**src/rtl/codec_pwr_pkg.sv**
```systemverilog
package codec_pwr_pkg;
   typedef enum logic [1:0] {
      PIN_LOW     = 2'd0,
      PIN_HIGH    = 2'd1,
      PIN_CLOCKED = 2'd2
   } pin_class_t;
endpackage

```
**src/rtl/cpd_pin_classifier.sv**
```systemverilog
module cpd_pin_classifier
   import codec_pwr_pkg::*;
#(
   parameter int WIN_CYCLES = 64
) (
   input  logic       clk,
   input  logic       rst_n,
   input  logic       pin_lvl,
   output pin_class_t pin_class
);
   localparam int CW = (WIN_CYCLES > 2) ? $clog2(WIN_CYCLES) : 1;
   localparam logic [CW-1:0] LAST = CW'(WIN_CYCLES - 1);

   logic [CW-1:0] win_cnt;
   logic          prev_lvl;
   logic          primed;
   logic          edge_seen;
   logic          edge_now;
   logic          win_last;

   assign edge_now = primed && (pin_lvl != prev_lvl);
   assign win_last = (win_cnt == LAST);

   always_ff @(posedge clk or negedge rst_n) begin
      if (!rst_n) begin
         win_cnt   <= '0;
         prev_lvl  <= 1'b0;
         primed    <= 1'b0;
         edge_seen <= 1'b0;
         pin_class <= PIN_HIGH;
      end else begin
         prev_lvl <= pin_lvl;
         primed   <= 1'b1;
         if (win_last) begin
            win_cnt   <= '0;
            edge_seen <= 1'b0;
            if (edge_seen || edge_now)
               pin_class <= PIN_CLOCKED;
            else
               pin_class <= pin_lvl ? PIN_HIGH : PIN_LOW;
         end else begin
            win_cnt <= win_cnt + 1'b1;
            if (edge_now)
               edge_seen <= 1'b1;
         end
      end
   end
endmodule

```
**src/rtl/cpd_idle_timer.sv**
```systemverilog
module cpd_idle_timer #(
   parameter int TIMEOUT_TICKS = 1000
) (
   input  logic                                   clk,
   input  logic                                   rst_n,
   input  logic                                   clear,
   input  logic                                   reload,
   input  logic                                   tick,
   output logic                                   expire,
   output logic [$clog2(TIMEOUT_TICKS+1)-1:0]     count
);
   localparam int TW = $clog2(TIMEOUT_TICKS + 1);
   localparam logic [TW-1:0] LOAD = TW'(TIMEOUT_TICKS);
   localparam logic [TW-1:0] ONE  = TW'(1);

   assign expire = tick && !reload && !clear && (count == ONE);

   always_ff @(posedge clk or negedge rst_n) begin
      if (!rst_n)
         count <= '0;
      else if (clear)
         count <= '0;
      else if (reload)
         count <= LOAD;
      else if (tick && (count != '0))
         count <= count - 1'b1;
   end
endmodule

```
**src/rtl/cpd_power_fsm.sv**
```systemverilog
module cpd_power_fsm #(
   parameter int SYNCS_TO_ENABLE = 2
) (
   input  logic clk,
   input  logic rst_n,
   input  logic tx_rise,
   input  logic rx_rise,
   input  logic force_down,
   input  logic idle_expire,
   output logic pwr_up,
   output logic out_permit
);
   localparam int CNTW = $clog2(SYNCS_TO_ENABLE + 1);
   localparam logic [CNTW-1:0] TARGET = CNTW'(SYNCS_TO_ENABLE);

   logic [CNTW-1:0] tx_cnt;

   assign out_permit = pwr_up && (tx_cnt == TARGET);

   always_ff @(posedge clk or negedge rst_n) begin
      if (!rst_n) begin
         pwr_up <= 1'b0;
         tx_cnt <= '0;
      end else if (force_down || (pwr_up && idle_expire)) begin
         pwr_up <= 1'b0;
         tx_cnt <= '0;
      end else if (!pwr_up) begin
         if (tx_rise || rx_rise) begin
            pwr_up <= 1'b1;
            tx_cnt <= CNTW'(tx_rise);
         end
      end else if (tx_rise && (tx_cnt != TARGET)) begin
         tx_cnt <= tx_cnt + 1'b1;
      end
   end
endmodule

```
**src/rtl/codec_pwr_seq.sv**
```systemverilog
module codec_pwr_seq
   import codec_pwr_pkg::*;
#(
   parameter int WIN_CYCLES      = 64,
   parameter int TIMEOUT_TICKS   = 1000,
   parameter int SYNCS_TO_ENABLE = 2
) (
   input  logic clk,
   input  logic rst_n,
   input  logic pd_pin_lvl,
   input  logic tx_sync_rise,
   input  logic rx_sync_rise,
   input  logic us_tick,
   output logic pwr_up,
   output logic tx_out_permit,
   output logic rx_clk_from_tx
);
   localparam int TW = $clog2(TIMEOUT_TICKS + 1);

   generate
      if (WIN_CYCLES < 2) begin : g_bad_win
         $error("WIN_CYCLES must be at least 2");
      end
      if (TIMEOUT_TICKS < 2) begin : g_bad_timeout
         $error("TIMEOUT_TICKS must be at least 2");
      end
      if (SYNCS_TO_ENABLE < 1) begin : g_bad_syncs
         $error("SYNCS_TO_ENABLE must be at least 1");
      end
   endgenerate

   pin_class_t    pin_class;
   logic          force_down;
   logic          any_sync;
   logic          idle_expire;
   logic [TW-1:0] idle_count;

   assign force_down     = (pin_class == PIN_HIGH);
   assign any_sync       = tx_sync_rise || rx_sync_rise;
   assign rx_clk_from_tx = (pin_class != PIN_CLOCKED);

   cpd_pin_classifier #(.WIN_CYCLES(WIN_CYCLES)) u_class (
      .clk       (clk),
      .rst_n     (rst_n),
      .pin_lvl   (pd_pin_lvl),
      .pin_class (pin_class)
   );

   cpd_idle_timer #(.TIMEOUT_TICKS(TIMEOUT_TICKS)) u_timer (
      .clk    (clk),
      .rst_n  (rst_n),
      .clear  (force_down),
      .reload (any_sync),
      .tick   (us_tick),
      .expire (idle_expire),
      .count  (idle_count)
   );

   cpd_power_fsm #(.SYNCS_TO_ENABLE(SYNCS_TO_ENABLE)) u_fsm (
      .clk         (clk),
      .rst_n       (rst_n),
      .tx_rise     (tx_sync_rise),
      .rx_rise     (rx_sync_rise),
      .force_down  (force_down),
      .idle_expire (idle_expire),
      .pwr_up      (pwr_up),
      .out_permit  (tx_out_permit)
   );
endmodule

```
**config.mk**
```make
export PLATFORM = sky130hd
export DESIGN_NAME = codec_pwr_seq
export DESIGN_NICKNAME = d
export VERILOG_FILES = /design/src/rtl/codec_pwr_pkg.sv /design/src/rtl/cpd_pin_classifier.sv /design/src/rtl/cpd_idle_timer.sv /design/src/rtl/cpd_power_fsm.sv /design/src/rtl/codec_pwr_seq.sv
export SDC_FILE = /design/constraint.sdc
export NUM_CORES = 1
export LEC_CHECK = 0
export ABC_AREA = 1
export CELL_PAD_IN_SITES_DETAIL_PLACEMENT = 0
export CELL_PAD_IN_SITES_GLOBAL_PLACEMENT = 1
export CORE_AREA = 10 10 68 70
export CTS_CLUSTER_SIZE = 30
export DETAILED_ROUTE_END_ITERATION = 10
export DIE_AREA = 0 0 78 80
export GPL_TIMING_DRIVEN = 1
export PLACE_DENSITY_LB_ADDON = 0.08
export SLEW_MARGIN = 5
export SYNTH_ARGS = -nofsm -noshare
export SYNTH_HDL_FRONTEND = slang
export SYNTH_SLANG_ARGS = --single-unit
```
**constraint.sdc**
```tcl
create_clock -name clk -period 2.2 [get_ports clk]
set_clock_uncertainty 0.15 [all_clocks]
set_input_delay 0.55 -clock clk [delete_from_list [all_inputs] [get_ports clk]]
set_output_delay 0.55 -clock clk [all_outputs]
set_load 0.03 [all_outputs]
```
==> flow_summary.ini <==
[timing]
finalMaxSlewViolations = 0
finalSetupViolCount = 0
rsz0062_at_grt = no
max_freq_ghz = 0.4833
hold_violations = 0
fin_crit_sh = 0.9405
finalSetupTns_ns = 0
period_needed_ns = 2.069

[synth]
yosysWarnings = 0
synth_cell_types = 25
synth_commonest_cells = 48 x nand2_1, 24 x nor2_1, 23 x dfrtp_1, 23 x nand3_1, 20 x inv_1
yosys-top-cells-area = dfrtp_1 43%, nand2_1 14%, nand3_1 8.6%
synth_top_cell_by_area = dfrtp_1
synth_edf_count = 0
synth_top_area_share = 0.4323
syn_inst = 177
async_flop_share = 1.000
yosysMostFrequentCell = nand2_1
syn_area_per_cell_um2 = 7.521
synth_top_flop_cell = dfrtp_1
synth_area_um2 = 1331
seq_area_frac_synth = 0.4521
synth_nets = 187
yosys_register_bits = 24

[floorplanning]
die_h_um = 80
design.die.area_um2 = 6240
die_x_um = 78
fp-row-count = 21
core_um2 = 3284
initial_core_util = 0.4053
io_pins = 9

[run_status]
status = finished, final reports clean

[power_and_ir_drop]
clockPowerShare = 0.314
p_leak_uw = 0.0007531
pwr-share-comb = 0.209
p_int_uw = 750.5
power.switching_uw = 302.0
netSwitchingFraction = 0.2869
ir_worst_vdd_uv = 292.4
seq_power_share = 0.477
power_density_nw_per_um2 = 698.1

[route]
ant_nets = 0
routed_wl_um = 2658
drcViolationCount = 0
drtPass1Iterations = 4
vias_per_cell = 4.731
vias = 1107
wl_per_cell_um = 11.36
dr.first_iter.drc_count = 95

[global_routing]
grt_pass1_wl_um = 4767
overflow = 0
grt.total_usage = 0.09277
grt_pass1_vias = 1031
grt_start_max_net_pins = 25
grt_antenna_before_repair = 0

[setup_path]
path_delay_family = flip-flops
critPathLaunch = u_class.pin_class[0]
start_kind = flip-flop
cp_max_fo = 3
crit-reg2reg-launch = u_timer.count[0]
arrival_ns = 1.37
worstPathCellList = inv_1, nand2_1, dlygate4sd2_1
end_kind = output pin
critPathKind = flip-flop to output pin
cp_num_buf_inv = 2
crit_slowest_cell = dfstp_2
slowest_delay_ns = 0.54
required_ns = 1.50

[finish]
n_antenna_cell = 0
nNetsFinal = 199
drive_above_1_share = 0.09043
fin_cells = 234
syn2layout_area_growth_pct = 13.25

[placement]
dp_cells = 230
place_hpwl_um = 1935
place_congestion = 0.7795
numPortBuffers = 8

[clock_network]
cts_tree = done
ctsRootBufferMaster = clkbuf_4
cts_num_sinks = 24
numCtsBuffers = 3
h-tree-depth = 1
insertion_delay_ns = 0.33
path_clk_slew_ns = 0.15
cts.path.max_buffers = 2
postCtsHoldBufs = 0

[hold_path]
min-delay-start = u_class.win_cnt[0]
hp-class = flip-flop to flip-flop

[job]
cap_violations = 0
metrics by stage:
stage               area [um^2]  hold WS, ns  setup slack, ns    util  power [uW]
floorplan                  1331       0.1044           0.6030       -       673.3
global placement           1463       0.2972          0.09947  0.4453       741.4
detailed placement         1463       0.3096          0.08974  0.4453       741.3
CTS                        1511       0.3290          0.01460  0.4602        1068
global route               1508       0.3493          0.03873  0.4590        1125
finish                     1508       0.3227           0.1310  0.4590        1052
path summary, 6_finish.rpt:
path / end / slack, ns / cells past startpoint
min in group asynchronous: u_fsm.pwr_up / 0.40 / 2
worst min-delay path: u_class.win_cnt[0] / 0.32 / 1
max in group asynchronous: u_class.pin_class[0] / 1.21 / 2
worst min register to register: u_class.win_cnt[0] / 0.32 / 1
worst max register to register: u_timer.count[5] / 0.41 / 10
worst max-delay path: rx_clk_from_tx / 0.13 / 3
final cells by class:
| class | instances | area (um^2) |
|---|---|---|
| Timing Repair Buffer | 10 | 87.58 |
| Clock buffer | 3 | 22.52 |
| Sequential cell | 24 | 601.8 |
| Clock inverter | 1 | 30.03 |
| Multi-Input combinational cell | 129 | 629.4 |
| Tap cell | 46 | 57.56 |
| Fill cell | 354 | 1777 |
| Inverter | 21 | 78.83 |
routing by layer:
layer  GRT usage  up-vias  share of wire
met5           0        -              0
met1      0.1275      513           0.51
met2      0.1335       17           0.44
met3     0.02477        2          0.043
met4     0.03763        0         0.0060
li1            -      575              -
power groups by stage:
stage	Sequential [uW]	Combinational (uW)	Clock [uW]
after global routing	509	258	358
after global placement	510	231	0
after floorplan	504	169	0
after CTS	502	226	340
after detailed placement	510	231	0
final	502	220	331
flip-flops by register name, summed over array words and instances (netlist names):
signal             cells
u_fsm.pwr_up           1
u_class.prev_lvl       1
u_fsm.tx_cnt           2
u_class.pin_class      2
u_class.primed         1
u_timer.count         10
u_class.win_cnt        6
u_class.edge_seen      1
placed cells by master (no fill, tap or decap), types with 2 or more instances in the layout:
| master | instances |
|---|---|
| a21oi_1 | 5 |
| nand2_1 | 48 |
| or2_2 | 2 |
| ha_1 | 4 |
| buf_4 | 2 |
| xor2_1 | 3 |
| clkbuf_4 | 3 |
| o21ai_0 | 6 |
| nor2_1 | 24 |
| nor2_4 | 2 |
| nand2_2 | 2 |
| inv_1 | 20 |
| nor3_1 | 2 |
| dlygate4sd2_1 | 2 |
| clkdlybuf4s50_1 | 5 |
| nand3_1 | 23 |
| dfrtp_1 | 23 |
timing repair:
| action | 4_1_cts | 5_1_grt |
|---|---|---|
| gates resized for setup | 3 | 2 |
| buffers inserted | 0 | 0 |
| setup endpoints to repair | 3 | 1 |
| hold endpoints to repair | 0 | 0 |
kinds of logic (layout without fill, tap and decap cells):
kind of cell | after synthesis | count (layout) | synth area share
compound gates | 15 | 15 | 0.06109
xor+xnor | 3 | 3 | 0.01974
fa+ha+maj | 4 | 4 | 0.03760
buf+inv | 24 | 35 | 0.07518
flops | 24 | 24 | 0.4521
other cells | 1 | 1 | 0.002817
simple gates | 106 | 106 | 0.3515
No activity file was read; power rests on OpenSTA's default activity.
